$ cat config.mk
export PLATFORM = sky130hd
export DESIGN_NAME = rc_arbiter_node
export DESIGN_NICKNAME = d
export VERILOG_FILES = /design/src/rtl/rc_arb_pkg.sv /design/src/rtl/rc_wait_timer.sv /design/src/rtl/rc_node_fsm.sv /design/src/rtl/rc_arbiter_node.sv
export SDC_FILE = /design/constraint.sdc
export NUM_CORES = 1
export LEC_CHECK = 0
export BUFFER_PORTS_ARGS = -buffer_cell sky130_fd_sc_hd__buf_2
export CAP_MARGIN = 20
export CORE_MARGIN = 3
export CORE_UTILIZATION = 25
export DETAILED_ROUTE_END_ITERATION = 6
export SLEW_MARGIN = 40
export SYNTH_ARGS = -nofsm -noshare
export SYNTH_HDL_FRONTEND = slang
export SYNTH_HIERARCHICAL = 1
export SYNTH_SLANG_ARGS = --single-unit
$ cat constraint.sdc
create_clock -name clk -period 2.6 [get_ports clk]
set_clock_uncertainty 0.2 [all_clocks]
set_input_delay 0.13 -clock clk [delete_from_list [all_inputs] [get_ports clk]]
set_output_delay 0.13 -clock clk [all_outputs]
set_load 0.03 [all_outputs]
$ cat src/rtl/rc_arb_pkg.sv
package rc_arb_pkg;

   typedef enum logic [3:0] {
      ST_CONTEND   = 4'd0,
      ST_IDLE_RX   = 4'd1,
      ST_ACKW_FAST = 4'd2,
      ST_ACKW_SLOW = 4'd3,
      ST_REQW_FAST = 4'd4,
      ST_REQW_SLOW = 4'd5,
      ST_REQ_SENT  = 4'd6,
      ST_ROOT      = 4'd7,
      ST_CHILD     = 4'd8
   } rc_state_e;

   typedef enum logic [1:0] {
      SND_NONE = 2'd0,
      SND_IDLE = 2'd1,
      SND_REQ  = 2'd2,
      SND_ACK  = 2'd3
   } rc_send_e;

   localparam int RC_NUM_SPEEDS = 2;
   localparam int RC_SPD_FAST   = 0;
   localparam int RC_SPD_SLOW   = 1;

endpackage

$ cat src/rtl/rc_wait_timer.sv
module rc_wait_timer #(
   parameter int CNT_SAT = 168,
   parameter int CNT_W   = $clog2(CNT_SAT + 1)
) (
   input  logic             clk,
   input  logic             rst,
   input  logic             clr,
   input  logic             adv,
   output logic [CNT_W-1:0] cnt_o
);

   localparam logic [CNT_W-1:0] SAT_VAL = CNT_W'(CNT_SAT);

   initial begin
      assert (CNT_SAT >= 1) else $error("wait ceiling must be positive");
   end

   always_ff @(posedge clk) begin
      if (rst || clr) begin
         cnt_o <= '0;
      end else if (adv && (cnt_o != SAT_VAL)) begin
         cnt_o <= cnt_o + 1'b1;
      end
   end

endmodule

$ cat src/rtl/rc_node_fsm.sv
module rc_node_fsm
   import rc_arb_pkg::*;
(
   input  logic                     clk,
   input  logic                     rst,
   input  logic                     rx_req,
   input  logic                     rx_ack,
   input  logic                     rx_idle,
   input  logic                     rand_bit,
   input  logic [RC_NUM_SPEEDS-1:0] reached,
   output rc_state_e                st_o,
   output logic                     tx_req_o,
   output logic                     tx_ack_o,
   output logic                     tx_idle_o,
   output logic                     clr_o,
   output logic                     wait_o,
   output logic                     slow_o
);

   rc_state_e st_q, st_d;
   rc_send_e  snd;

   assign wait_o = (st_q == ST_ACKW_FAST) || (st_q == ST_ACKW_SLOW) ||
                   (st_q == ST_REQW_FAST) || (st_q == ST_REQW_SLOW);
   assign slow_o = (st_q == ST_ACKW_SLOW) || (st_q == ST_REQW_SLOW);

   always_comb begin
      st_d  = st_q;
      snd   = SND_NONE;
      clr_o = 1'b0;
      case (st_q)
         ST_CONTEND: begin
            if (rx_idle) begin
               st_d = ST_IDLE_RX;
            end else begin
               snd   = SND_IDLE;
               clr_o = 1'b1;
               st_d  = rand_bit ? ST_ACKW_SLOW : ST_ACKW_FAST;
            end
         end
         ST_IDLE_RX: begin
            if (rx_req) begin
               st_d = ST_CONTEND;
            end else begin
               snd   = SND_IDLE;
               clr_o = 1'b1;
               st_d  = rand_bit ? ST_REQW_SLOW : ST_REQW_FAST;
            end
         end
         ST_ACKW_FAST, ST_ACKW_SLOW: begin
            if (rx_idle) begin
               st_d = slow_o ? ST_REQW_SLOW : ST_REQW_FAST;
            end else if (reached[slow_o ? RC_SPD_SLOW : RC_SPD_FAST]) begin
               snd   = SND_ACK;
               clr_o = 1'b1;
               st_d  = ST_ROOT;
            end
         end
         ST_REQW_FAST, ST_REQW_SLOW: begin
            if (rx_req) begin
               st_d = slow_o ? ST_ACKW_SLOW : ST_ACKW_FAST;
            end else if (reached[slow_o ? RC_SPD_SLOW : RC_SPD_FAST]) begin
               snd   = SND_REQ;
               clr_o = 1'b1;
               st_d  = ST_REQ_SENT;
            end
         end
         ST_REQ_SENT: begin
            if (rx_req)      st_d = ST_CONTEND;
            else if (rx_ack) st_d = ST_CHILD;
         end
         default: st_d = st_q;
      endcase
   end

   always_ff @(posedge clk) begin
      if (rst) begin
         st_q      <= ST_CONTEND;
         tx_req_o  <= 1'b0;
         tx_ack_o  <= 1'b0;
         tx_idle_o <= 1'b0;
      end else begin
         st_q      <= st_d;
         tx_req_o  <= (snd == SND_REQ);
         tx_ack_o  <= (snd == SND_ACK);
         tx_idle_o <= (snd == SND_IDLE);
      end
   end

   assign st_o = st_q;

   // never more than one send kind in a cycle
   assert_one_kind_R12: assert property (@(posedge clk) disable iff (rst)
      $onehot0({tx_req_o, tx_ack_o, tx_idle_o}));

   // a request pulse lasts exactly one cycle
   assert_req_pulse_R12: assert property (@(posedge clk) disable iff (rst)
      tx_req_o |=> !tx_req_o);

   // contention without peer idle yields an idle send next
   assert_contend_idle_R2: assert property (@(posedge clk) disable iff (rst)
      (st_q == ST_CONTEND && !rx_idle) |=> tx_idle_o);

endmodule

$ cat src/rtl/rc_arbiter_node.sv
module rc_arbiter_node
   import rc_arb_pkg::*;
#(
   parameter int FAST_MIN = 76,
   parameter int FAST_MAX = 85,
   parameter int SLOW_MIN = 159,
   parameter int SLOW_MAX = 167,
   parameter int CNT_SAT  = 168
) (
   input  logic clk,
   input  logic rst,
   input  logic tick,
   input  logic rand_bit,
   input  logic rx_req,
   input  logic rx_ack,
   input  logic rx_idle,
   output logic tx_req,
   output logic tx_ack,
   output logic tx_idle,
   output logic done,
   output logic is_root,
   output logic is_child
);

   localparam int CNT_W = $clog2(CNT_SAT + 1);
   localparam int MIN_TAB [RC_NUM_SPEEDS] = '{FAST_MIN, SLOW_MIN};

   initial begin
      assert (FAST_MIN >= 1 && FAST_MIN <= FAST_MAX) else $error("fast window malformed");
      assert (SLOW_MIN >= 1 && SLOW_MIN <= SLOW_MAX) else $error("slow window malformed");
      assert (FAST_MAX < CNT_SAT && SLOW_MAX < CNT_SAT) else $error("ceiling below a window");
   end

   logic [CNT_W-1:0]         cnt;
   logic [RC_NUM_SPEEDS-1:0] reached;
   logic                     clr, wait_en, wait_slow;
   rc_state_e                st;

   for (genvar s = 0; s < RC_NUM_SPEEDS; s++) begin : g_window
      assign reached[s] = (int'(cnt) >= MIN_TAB[s]);
   end

   rc_wait_timer #(.CNT_SAT(CNT_SAT), .CNT_W(CNT_W)) u_timer (
      .clk   (clk),
      .rst   (rst),
      .clr   (clr),
      .adv   (tick & wait_en),
      .cnt_o (cnt)
   );

   rc_node_fsm u_fsm (
      .clk       (clk),
      .rst       (rst),
      .rx_req    (rx_req),
      .rx_ack    (rx_ack),
      .rx_idle   (rx_idle),
      .rand_bit  (rand_bit),
      .reached   (reached),
      .st_o      (st),
      .tx_req_o  (tx_req),
      .tx_ack_o  (tx_ack),
      .tx_idle_o (tx_idle),
      .clr_o     (clr),
      .wait_o    (wait_en),
      .slow_o    (wait_slow)
   );

   assign is_root  = (st == ST_ROOT);
   assign is_child = (st == ST_CHILD);
   assign done     = is_root | is_child;

   // a fast wait never runs past its maximum
   assert_fast_window_R4: assert property (@(posedge clk) disable iff (rst)
      (wait_en && !wait_slow) |-> (int'(cnt) <= FAST_MAX));

   // a slow wait never runs past its maximum
   assert_slow_window_R5: assert property (@(posedge clk) disable iff (rst)
      (wait_en && wait_slow) |-> (int'(cnt) <= SLOW_MAX));

   // without a tick, a wait that is not firing keeps its count
   assert_tick_hold_R6: assert property (@(posedge clk) disable iff (rst)
      (wait_en && !tick && !clr) |=> (cnt == $past(cnt)));

   // root is absorbing and silent
   assert_root_hold_R11: assert property (@(posedge clk) disable iff (rst)
      is_root |=> (is_root && !tx_req && !tx_ack && !tx_idle));

   // child is absorbing and silent
   assert_child_hold_R11: assert property (@(posedge clk) disable iff (rst)
      is_child |=> (is_child && !tx_req && !tx_ack && !tx_idle));

endmodule

==> reports/results.ini <==
[setup_path]
reg2reg_depth = 6
slowest_delay_ps = 640
path_class = reg2reg
path_depth = 6
cp_slowest_cell = dfxtp_1
worstPathRequired_ps = 2580
end_kind = flop
path_max_fanout = 13
cp-start-kind = flop
path_buf_inv = 0
cp_data_arrival_time_ps = 2100
path_cells = nand2b_2 -> o21a_1 -> o22ai_1 -> nand2_1 -> or2_2 -> a21oi_1
cpLargestDelayFamily = flip-flops

[final_layout]
layout_commonest_cell = dfxtp_1
layout_common_cells = dfxtp_1 (15), nand2_1 (14), buf_2 (12)
multi_input_area_sq_um = 724
drive_gt1_share_pct = 25.5
fillers = 441
final_cell_area_sq_um = 1240
ff_latch_area_sq_um = 300
instances_no_fill = 187
syn_to_final_growth_pct = 13.7
diodes = 0
nets = 147

[power]
power_switching_share_pct = 41.4
vdd_drop_max_v = 0.000280
powerDensity_nw_per_um2 = 812
clockPowerShare_pct = 18.3
p_seq_share_pct = 32.1
intPower_uw = 592
power_frac_comb_pct = 49.6
p_sw_uw = 419
static-leakage-power_uw = 0.000452

[clocking]
clock_latency_ps = 250
cts_resized = 0
clk_pin_slew_ps = 60
h-tree-depth = 1
cts_sinks = 15
cts_tree = done
root_buffer = clkbuf_8
numCtsBuffers = 3
clockBufferDepth = 2

[timing]
fin_worst_hold_slack_ps = 112
setup_viol = 0
fmax_ghz = 0.471
grt_setup_unrepaired = no
maxSlewHeadroom_pct = 65.2
period_needed_ps = 2120
worst_pin_slew_ps = 521
finalCritPeriodShare_pct = 81.7
final-max-slew-violation-count = 0
hold_viol_final = 0
final.setup.worst_slack_ps = 476
fin_tns_setup_ps = 0

[place]
preCtsSetupSlack_ps = 492
placedCellCount = 182
placed_cell_area_sq_um = 1190
dp_hpwl_um = 1640
place.gp.congestion = 0.759
io_buffers = 12

[min_path]
worstHoldPathType = in2reg
hold_path_depth = 4

[routing]
drtAntennaViolNets = 0
post_drt_wl_per_cell_um = 12.1
avgViaCountPerCell = 5.04
routed_wirelength_um = 2260
first_pass_iters = 4
vias = 943
drc_errors = 0
drt_iter0_markers = 12

[synth]
synthCells = 124
synth_fp_nets = 133
syn_avg_cell_area_sq_um = 8.83
yosysWarnings = 6
netlist_area_sq_um = 1090

[outcome]
status = complete, no violations

[grt]
grt_pass1_vias = 805
globalRoute.totalOverflow = 0
grt_pass1_wl_um = 3760
antenna_found_initial = 0
grt_max_degree = 19
grt_use_total_pct = 9.07

[run]
max_cap_viol_count = 0

[die]
die_w_um = 72.2
initial_core_util_pct = 26.6
core-area_sq_um = 4120
io_pins = 13
rows = 23
die_h_um = 72.2
dieArea_sq_um = 5210

-- timing repair --
action                    in CTS  in global routing
hold buffers                   1                  0
buffers inserted               0                  0
hold endpoints to repair       3                  0
-- layer usage --
metal | routed length [um] | track usage [%]
met1 | 1150 | 12.6
met2 | 977 | 13.3
met3 | 81 | 1.80
met4 | 49 | 4.38
met5 | 0 | 0
-- worst paths after layout --
check	startpoint	to	slack, ps
max	u_fsm/st_o[0]	u_timer/cnt_o[7]	480
min	rx_req	u_fsm/st_o[3]	110
max reg2reg	u_fsm/st_o[0]	u_timer/cnt_o[7]	480
min reg2reg	u_timer/cnt_o[7]	u_timer/cnt_o[7]	350
-- flip-flops by register name (all words and copies together), names as in the netlist --
register	cells
u_fsm/tx_req_o	1
u_timer/cnt_o	8
u_fsm/tx_idle_o	1
u_fsm/st_o	4
u_fsm/tx_ack_o	1
-- power groups by stage --
stage / logic, uW / clock network, uW / registers [uW]
6_report: 502 / 185 / 324
5_1_grt: 545 / 204 / 330
4_1_cts: 501 / 194 / 324
3_5_place_dp: 497 / 0 / 328
3_3_place_gp: 497 / 0 / 326
2_1_floorplan: 448 / 0 / 314
-- worst register-to-register path, delay by kind of cell, from the launching register on --
| kind | cells | cell delay (ps) |
|---|---|---|
| DFF | 1 | 640 |
| AOI/OAI and AO/OA | 3 | 580 |
| and+or+nand+nor | 3 | 630 |
-- through the flow --
stage                     utilization [%]  total power [uW]
final                                30.3              1010
after global routing                 30.3              1080
after CTS                            30.3              1020
after detailed placement             28.9               825
after global placement               28.9               824
after floorplan                         -               762
-- layout make-up --
class,instances,share of cell area [%]
Clock buffer,3,3.32
Clock inverter,1,0.402
Inverter,5,1.51
Sequential cell,15,24.1
Tap cell,50,5.03
Timing Repair Buffer,16,7.44
Multi-Input combinational cell,97,58.2
(Power assumes the default switching activity.)
